File: src/rtl/vtg_pkg.sv
package vtg_pkg;

    // Display format latched at frame boundaries
    typedef struct packed {
        logic wide;   // 1: 132-column format
        logic slow;   // 1: 50 Hz frame
    } vtg_mode_t;

endpackage

File: src/rtl/vtg_clkdiv.sv
module vtg_clkdiv #(
    parameter int DIV_NARROW = 10,
    parameter int DIV_WIDE   = 6,
    parameter int PROC_DIV   = 6
) (
    input  logic clk,
    input  logic rst,
    input  logic wide,
    output logic char_clk,
    output logic char_end,
    output logic proc_clk
);
    localparam int DMAX = (DIV_NARROW > DIV_WIDE) ? DIV_NARROW : DIV_WIDE;
    localparam int DW   = $clog2(DMAX);
    localparam int PW   = $clog2(PROC_DIV);

    typedef struct packed {
        logic [DW-1:0] dot;
        logic [PW-1:0] prc;
    } div_t;

    div_t d, q;
    logic [DW-1:0] last_dot;
    logic [DW-1:0] half_dot;

    always_comb begin
        last_dot = wide ? DW'(DIV_WIDE - 1) : DW'(DIV_NARROW - 1);
        half_dot = wide ? DW'(DIV_WIDE / 2) : DW'(DIV_NARROW / 2);
        d = q;
        d.dot = (q.dot == last_dot) ? '0 : q.dot + 1'b1;
        d.prc = (q.prc == PW'(PROC_DIV - 1)) ? '0 : q.prc + 1'b1;
    end

    always_ff @(posedge clk) begin
        if (rst) q <= '0;
        else     q <= d;
    end

    assign char_end = (q.dot == last_dot);
    assign char_clk = (q.dot < half_dot);
    assign proc_clk = (q.prc < PW'(PROC_DIV / 2));
endmodule

File: src/rtl/vtg_axis.sv
module vtg_axis #(
    parameter int ACT_A = 80,
    parameter int FP_A  = 4,
    parameter int SW_A  = 8,
    parameter int BP_A  = 5,
    parameter int ACT_B = 132,
    parameter int FP_B  = 6,
    parameter int SW_B  = 10,
    parameter int BP_B  = 6
) (
    input  logic clk,
    input  logic rst,
    input  logic adv,
    input  logic sel_b,
    output logic last,
    output logic active,
    output logic sync
);
    localparam int TOT_A = ACT_A + FP_A + SW_A + BP_A;
    localparam int TOT_B = ACT_B + FP_B + SW_B + BP_B;
    localparam int TMAX  = (TOT_A > TOT_B) ? TOT_A : TOT_B;
    localparam int W     = $clog2(TMAX);

    typedef struct packed {
        logic [W-1:0] cnt;
    } axis_t;

    axis_t d, q;
    logic [W-1:0] tot_m1, act_n, sync_s, sync_e;

    always_comb begin
        tot_m1 = sel_b ? W'(TOT_B - 1)           : W'(TOT_A - 1);
        act_n  = sel_b ? W'(ACT_B)               : W'(ACT_A);
        sync_s = sel_b ? W'(ACT_B + FP_B)        : W'(ACT_A + FP_A);
        sync_e = sel_b ? W'(ACT_B + FP_B + SW_B) : W'(ACT_A + FP_A + SW_A);
        d = q;
        if (adv) d.cnt = (q.cnt == tot_m1) ? '0 : q.cnt + 1'b1;
    end

    always_ff @(posedge clk) begin
        if (rst) q <= '0;
        else     q <= d;
    end

    assign last   = (q.cnt == tot_m1);
    assign active = (q.cnt < act_n);
    assign sync   = (q.cnt >= sync_s) && (q.cnt < sync_e);
endmodule

File: src/rtl/vtg_top.sv
module vtg_top #(
    parameter int DIV_NARROW    = 10,
    parameter int DIV_WIDE      = 6,
    parameter int PROC_DIV      = 6,
    parameter int H_ACT_NARROW  = 80,
    parameter int H_FP_NARROW   = 4,
    parameter int H_SYNC_NARROW = 8,
    parameter int H_BP_NARROW   = 5,
    parameter int H_ACT_WIDE    = 132,
    parameter int H_FP_WIDE     = 6,
    parameter int H_SYNC_WIDE   = 10,
    parameter int H_BP_WIDE     = 6,
    parameter int ROWS          = 25,
    parameter int SCANS         = 12,
    parameter int V_FP_FAST     = 5,
    parameter int V_SYNC_FAST   = 4,
    parameter int V_BP_FAST     = 10,
    parameter int V_FP_SLOW     = 37,
    parameter int V_SYNC_SLOW   = 4,
    parameter int V_BP_SLOW     = 42,
    localparam int RW  = (ROWS  > 1) ? $clog2(ROWS)  : 1,
    localparam int SCW = (SCANS > 1) ? $clog2(SCANS) : 1
) (
    input  logic           clk,
    input  logic           rst,
    input  logic           sel_wide,
    input  logic           sel_slow,
    output logic           char_clk,
    output logic           load_stb,
    output logic           proc_clk,
    output logic           hsync,
    output logic           vsync,
    output logic           blank,
    output logic [RW-1:0]  row,
    output logic [SCW-1:0] scan,
    output logic           first_scan,
    output logic           fetch_req
);
    localparam int V_ACT = ROWS * SCANS;

    typedef struct packed {
        vtg_pkg::vtg_mode_t mode;
        logic [RW-1:0]      row;
        logic [SCW-1:0]     scan;
    } top_t;

    top_t d, q;
    logic char_end, line_end, frame_end;
    logic h_last, h_act, v_last, v_act, last_scan, last_row;

    vtg_clkdiv #(
        .DIV_NARROW(DIV_NARROW), .DIV_WIDE(DIV_WIDE), .PROC_DIV(PROC_DIV)
    ) u_div (
        .clk(clk), .rst(rst), .wide(q.mode.wide),
        .char_clk(char_clk), .char_end(char_end), .proc_clk(proc_clk)
    );

    vtg_axis #(
        .ACT_A(H_ACT_NARROW), .FP_A(H_FP_NARROW), .SW_A(H_SYNC_NARROW), .BP_A(H_BP_NARROW),
        .ACT_B(H_ACT_WIDE),   .FP_B(H_FP_WIDE),   .SW_B(H_SYNC_WIDE),   .BP_B(H_BP_WIDE)
    ) u_h (
        .clk(clk), .rst(rst), .adv(char_end), .sel_b(q.mode.wide),
        .last(h_last), .active(h_act), .sync(hsync)
    );

    assign line_end = char_end & h_last;

    vtg_axis #(
        .ACT_A(V_ACT), .FP_A(V_FP_FAST), .SW_A(V_SYNC_FAST), .BP_A(V_BP_FAST),
        .ACT_B(V_ACT), .FP_B(V_FP_SLOW), .SW_B(V_SYNC_SLOW), .BP_B(V_BP_SLOW)
    ) u_v (
        .clk(clk), .rst(rst), .adv(line_end), .sel_b(q.mode.slow),
        .last(v_last), .active(v_act), .sync(vsync)
    );

    assign frame_end = line_end & v_last;
    assign last_scan = (q.scan == SCW'(SCANS - 1));
    assign last_row  = (q.row  == RW'(ROWS - 1));

    always_comb begin
        d = q;
        if (frame_end) begin
            d.mode.wide = sel_wide;
            d.mode.slow = sel_slow;
        end
        if (line_end) begin
            if (v_last) begin
                d.row  = '0;
                d.scan = '0;
            end else if (v_act) begin
                if (!last_scan) begin
                    d.scan = q.scan + 1'b1;
                end else if (!last_row) begin
                    d.scan = '0;
                    d.row  = q.row + 1'b1;
                end
            end
        end
    end

    always_ff @(posedge clk) begin
        if (rst) begin
            q.mode.wide <= sel_wide;
            q.mode.slow <= sel_slow;
            q.row       <= '0;
            q.scan      <= '0;
        end else begin
            q <= d;
        end
    end

    assign load_stb   = char_end;
    assign blank      = ~(h_act & v_act);
    assign row        = q.row;
    assign scan       = q.scan;
    assign first_scan = v_act & (q.scan == '0);
    assign fetch_req  = hsync & (v_last | (v_act & last_scan & ~last_row));
endmodule

File: config.mk
export PLATFORM = sky130hd
export DESIGN_NAME = vtg_top
export DESIGN_NICKNAME = d
export VERILOG_FILES = /design/src/rtl/vtg_pkg.sv /design/src/rtl/vtg_clkdiv.sv /design/src/rtl/vtg_axis.sv /design/src/rtl/vtg_top.sv
export SDC_FILE = /design/constraint.sdc
export NUM_CORES = 1
export LEC_CHECK = 0
export BUFFER_PORTS_ARGS = -buffer_cell sky130_fd_sc_hd__buf_4
export CAP_MARGIN = 5
export CORE_ASPECT_RATIO = 0.9
export CORE_MARGIN = 2
export CORE_UTILIZATION = 34
export CTS_CLUSTER_SIZE = 10
export DETAILED_ROUTE_END_ITERATION = 8
export GPL_ROUTABILITY_DRIVEN = 0
export PLACE_DENSITY = 0.55
export SYNTH_ARGS = -nofsm -noshare
export SYNTH_HDL_FRONTEND = slang
export SYNTH_SLANG_ARGS = --single-unit
File: constraint.sdc
create_clock -name clk -period 2.3 [get_ports clk]
set_input_delay 0.46 -clock clk [delete_from_list [all_inputs] [get_ports clk]]
set_output_delay 0.46 -clock clk [all_outputs]
set_load 0.02 [all_outputs]
== After elaboration in Yosys (flattened, before gate mapping) ==
Index checks and enable logic that the tools add are counted.

* Bitwise operators: 10
* $add $sub $neg: 6
* Reduce and logical (&&, ||, !) cells: 10
* Order comparisons: 8
* Eq/ne operators: 8
* Muxes and demuxes: 19

{| class="wikitable"
|+ Operators with widths
! cell !! number
|-
| 2-to-1 mux 9 bit || 5
|-
| 2-to-1 mux 8 bit || 5
|-
| 2-to-1 mux 7 bit || 3
|-
| < comparator 8 bit || 2
|-
| 2-to-1 mux 11 bit || 1
|-
| adder 9 x 1 -> 9 bit, second input constant || 1
|-
| equality test 9 bit || 1
|-
| >= comparator 9 bit || 1
|-
| < comparator 9 bit || 1
|-
| < comparator 9 bit, second input constant || 1
|-
| adder 4 x 1 -> 4 bit, second input constant || 2
|-
| adder 8 x 1 -> 8 bit, second input constant || 1
|-
| equality test 8 bit || 1
|-
| >= comparator 8 bit || 1
|-
| 2-to-1 mux 4 bit || 2
|-
| AND 1 bit || 7
|-
| nonzero test 2 bit || 3
|-
| adder 5 x 1 -> 5 bit, second input constant || 1
|-
| equality test 5 bit, second input constant || 1
|-
| 2-to-1 mux 5 bit || 1
|-
| equality test 4 bit || 1
|-
| equality test 4 bit, second input constant || 1
|-
| logical NOT 4 bit || 1
|-
| < comparator 4 bit || 1
|-
| 13 further kinds || 16
|}

* Word-level logic and storage cells: 69
* Register bits after elaboration: 35
* Bits of input ports: 4
* Output and inout port bits: 17

== Longest topological paths before layout ==
* Word-level depth: 7
* Mapped depth: 8
* Mapped depth without buffers: 7

== Hierarchy ==
From an unflattened synthesis, not the netlist that was laid out.

* Cells, all modules: 248
* Area total of the unflattened synthesis: 2244.7 um^2

{| class="wikitable"
|+ Modules (own cells, without submodules)
! module !! area an instance (um^2) !! cells an instance !! instances !! seq. area each (um^2)
|-
| vtg_top || 738.2 || 83 || 1 || 240.2
|-
| vtg_axis (u_h) || 580.6 || 65 || 1 || 160.2
|-
| vtg_axis (u_v) || 569.3 || 63 || 1 || 180.2
|-
| vtg_clkdiv || 356.6 || 37 || 1 || 140.1
|}

== Worst setup path before layout ==
No wires, ideal clock.

* Kind: flip-flop to output port
* Start: register, netlist name q[10]
* End: output fetch_req
* Arrival time: 2.041 ns
* Slack: -0.201 ns
* Cell stages (with the launch flop): 8
* Data required time: 1.840 ns
* Buffers on the path: 0
* Cells stage by stage: edfxtp_1 -> inv_1 -> ha_1 -> nand2_1 -> nor3_1 -> o2111ai_1 -> a21oi_1 -> nor2b_1

* Word-level cells in the longest chain between the ends: 4
* Elaborated cells between the ends (all ways): 6
* Those cells by class: order compare (2); mux (2); bitwise (1); reduce/logical (1)

{| class="wikitable"
|+ Ends and longest elaborated chain
! item !! RTL line !! source
|-
| 2-to-1 mux 8 bit, on equally long branches || vtg_axis.sv:34, vtg_axis.sv:35 ||
|-
| >= comparator 8 bit / < comparator 8 bit (equally long branches) || vtg_axis.sv:47 || <nowiki>assign sync = (q.cnt >= sync_s) && (q.cnt < sync_e);</nowiki>
|-
| logical AND 1 bit (*) || vtg_axis.sv:47 ||
|-
| named net hsync || vtg_top.sv:31 || <nowiki>output logic hsync,</nowiki>
|-
| AND 1 bit (*) || vtg_top.sv:117 || <nowiki>assign fetch_req = hsync & (v_last | (v_act & last_scan & ~last_row));</nowiki>
|-
| to (decl) || vtg_top.sv:37 || <nowiki>output logic fetch_req</nowiki>
|}

The timed path passes the listed nets; every way through them passes the cells marked *.

== Worst setup path after layout ==
* Start: register, netlist name q[10]
* End: output blank

* Word-level cells in the longest chain between the ends: 4

{| class="wikitable"
|+ Ends and longest elaborated chain
! item !! RTL line !! source
|-
| 2-to-1 mux 8 bit || vtg_axis.sv:33 || <nowiki>act_n = sel_b ? W'(ACT_B) : W'(ACT_A);</nowiki>
|-
| < comparator 8 bit || vtg_axis.sv:46 || <nowiki>assign active = (q.cnt < act_n);</nowiki>
|-
| AND 1 bit || vtg_top.sv:113 || <nowiki>assign blank = ~(h_act & v_act);</nowiki>
|-
| inverter 1 bit || vtg_top.sv:113 ||
|-
| to (decl) || vtg_top.sv:33 || <nowiki>output logic blank,</nowiki>
|}

No other way between the ends.

==> results.toml <==
[synth]
netlist_instances = 240
synth_compound_area_share_pct = 13.6
ys.flop_type = "dfxtp_1"
synthArstFlopShare_pct = 0
syn_nets = 268
synth_top_family_by_area = "simple AND/OR/NAND/NOR gates"
yosysTopAreaCell = "dfxtp_1"
synth_area_um2 = 2110
synth.distinct_cells = 47
synth.area.top_cells = "dfxtp_1 (31%), ha_1 (14%), xnor2_1 (4.6%), nor3_1 (4.0%), a21oi_1 (3.3%)"
synth-edff-count = 2
ys_seq_area_share_pct = 34.1
yosysTopAreaCellShare_pct = 31.3
synthAdderAreaFrac_pct = 14.2
synthXorXnorAreaFrac_pct = 7.46
syn_avg_cell_area_um2 = 8.81
ys_ff_latch = 35
yosys_warnings = 0
synthSimpleGateAreaFrac_pct = 25.9
synth.area.mux_share_pct = 0

[layout]
fillerInstances = 612
syn2layout_area_growth_pct = 29.5
drive_gt1_share_pct = 25.3
mostFrequentLayoutCells = "buf_4 (41), dfxtp_1 (33), ha_1 (20), nor2_1 (17), nor3_1 (16)"
fin_area_um2 = 2740
ff_latch_area_um2 = 721
layout_commonest_cell = "buf_4"
finalNetCount = 312
multiInputGateArea_um2 = 1410
antenna_cells = 0

[global_routing]
grt_max_degree = 26
antenna_found_initial = 0
track_usage_pct = 16.1
grt_pass1_vias = 1842
grt_pass1_wl_um = 8770
gr-total-overflow = 0

[worst_setup_path]
critical_path_arrival_ns = 2.04
critical_path_buf_inv_count = 2
worst_setup_path_start_kind = "flop"
critPathMaxStageDelay_ns = 0.51
cp_max_fo = 5
r2r_cells = 7
r2r_slack_ns = 0.12
r2r-end = "row[4]"
path_class = "reg2out"
slowest_stage = "edfxtp_1"
endpoint_kind = "output port"
r2r_start = "q[10]"
path_cells = "buf_6 > ha_4 > a211o_1 > a21o_1 > a211o_1 > buf_6"
cp.required_ns = 1.84
critical-path-top-delay-family = "compound AO/OA/AOI/OAI gates"

[timing]
slew_headroom_pct = 78.8
tns_ns = -0.549
skew_ns = 0.00472
worst_slew_pin_slew_ns = 0.316
fin_crit_sh_pct = 109
fmax_ghz = 0.400
layout_min_cycle_time_ns = 2.50
setup_slack_ns = -0.199
hold_viol = 0
rsz0062_at_grt = "true"
slew_viol_final = 0
setup_viol = 3

[hold_path]
holdPathStages = 1
hold_end = "q[10]"
min_from = "sel_wide"
hp-class = "in2reg"

[placement]
placed_cell_area_um2 = 2480
place_ws_ns = 0.0347
io_buffer_count = 20
dp.final_hpwl_um = 3660

[clock_network]
cts_tree = "done"
postCtsHoldBufs = 0
numCtsBuffers = 5
ctsRootBufferMaster = "clkbuf_8"
htree_levels = 2
cts.reportedPaths.clkPinSlew_ns = 0.07
cts_buffer_depth = 2
cts.sinks = 35
clk-insertion-delay-late_ns = 0.28

[floorplanning]
coreArea_um2 = 6080
rows = 27
initial_utilization_pct = 34.8
die_x_um = 87.1
die_h_um = 78.8
io_pins = 21
die_area_um2 = 6860

[power]
internal_power_w = 0.000977
p_sw_share_pct = 25.1
power.share.clock_pct = 38.3
combinationalPowerShare_pct = 12.0
p_sw_w = 0.000327
power.density_nw_per_um2 = 476
cellLeakagePower_nw = 1.10
seqPwrFrac_pct = 49.7
ir_worst_vdd_mv = 0.213

[outcome]
status = "finished with violations"
violations = "setup timing"

[route]
drt-initial-drc-count = 67
drtAntennaViolNets = 0
drc = 0
drt_pre_antenna_iters = 4
wl_per_cell_um = 14.3
viasPerCell = 5.26
vias = 1879
drt-total-wl_um = 5110

[run]
maxCapViolCount = 0
==> cells in the mapped netlist (3+ instances only) <==
| master | number |
|---|---|
| and4_1 | 3 |
| and3_1 | 3 |
| nand3_1 | 11 |
| nand3b_1 | 3 |
| nand4_1 | 11 |
| nor4_1 | 3 |
| ha_1 | 24 |
| xor2_1 | 7 |
| nor2b_1 | 3 |
| clkbuf_1 | 6 |
| nor2_1 | 17 |
| a21o_1 | 4 |
| o21ai_0 | 8 |
| xnor2_1 | 11 |
| nor3_1 | 17 |
| dfxtp_1 | 33 |
| nand2_1 | 10 |
| or4_1 | 3 |
| inv_1 | 14 |
| a21oi_1 | 14 |
==> layout make-up <==
class / count / area share, %
repair buffers: 46 / 13.3
flip-flops and latches: 35 / 26.3
multi-input cells: 181 / 51.4
well taps: 72 / 3.29
clock buffers: 8 / 3.66
inverters: 15 / 2.06
==> flip-flops by register name, summed over array words and instances, names as in the netlist <==
register and count:
scan 4, u_div.q 7, u_v.q 9, u_h.q 8, row 5, q 2
==> worst reg2reg max path, delay by kind of cell (launching register included) <==
kind / cells / cell delay, ns
AO/OA/AOI/OAI: 2 / 0.41
adder cells (fa/ha/maj): 1 / 0.23
buffers and inverters: 1 / 0.18
flip-flops: 1 / 0.51
AND/OR/NAND/NOR: 3 / 0.78
==> routing by layer <==
| layer | GRT usage, % | up-vias | wire length, um |
|---|---|---|---|
| li1 | - | 959 | - |
| met5 | 0 | - | 0 |
| met3 | 3.33 | 8 | 141 |
| met2 | 25.2 | 14 | 2330 |
| met1 | 22.0 | 898 | 2550 |
| met4 | 5.38 | 0 | 89 |
==> power by group through the flow <==
stage                     sequential (W)  combinational (W)  clock [W]
after floorplan                 0.000661          0.0000827          0
after CTS                       0.000648           0.000144   0.000516
after global routing            0.000651           0.000174   0.000538
after global placement          0.000660           0.000130          0
after detailed placement        0.000661           0.000133          0
final                           0.000648           0.000157   0.000499
==> worst max path at each step <==
stage / start / endpoint / slack (ns) / cells past startpoint
finish: q[10] / blank / -0.20 / 6
global route: q[10] / fetch_req / -0.30 / 8
CTS: q[10] / blank / -0.20 / 7
detailed placement: q[10] / fetch_req / 0.03 / 8
global placement: q[10] / fetch_req / 0.10 / 8
floorplan: q[10] / row[3] / 0.009 / 7
==> stage by stage <==
stage	utilization, %	hold WS, ns	power, W	cells
global route	45.0	0.338	0.00136	357
detailed placement	40.8	0.474	0.000794	345
finish	45.0	0.348	0.00130	357
global placement	40.8	0.456	0.000790	345
CTS	43.8	0.337	0.00131	356
floorplan	-	0.433	0.000743	240
==> logic make-up after synthesis <==
logic type / after synthesis
simple gates: 97
compound gates: 42
flops: 35
buf+inv: 24
fa+ha+maj: 24
xor+xnor: 18
==> what timing repair did <==
action	CTS	global route
gates resized for setup	13	10
hold endpoints to repair	0	0
setup buffers	3	1
endpoints found under the setup margin	4	17
pin swaps	6	7
Power figures use the tool's default switching activity.
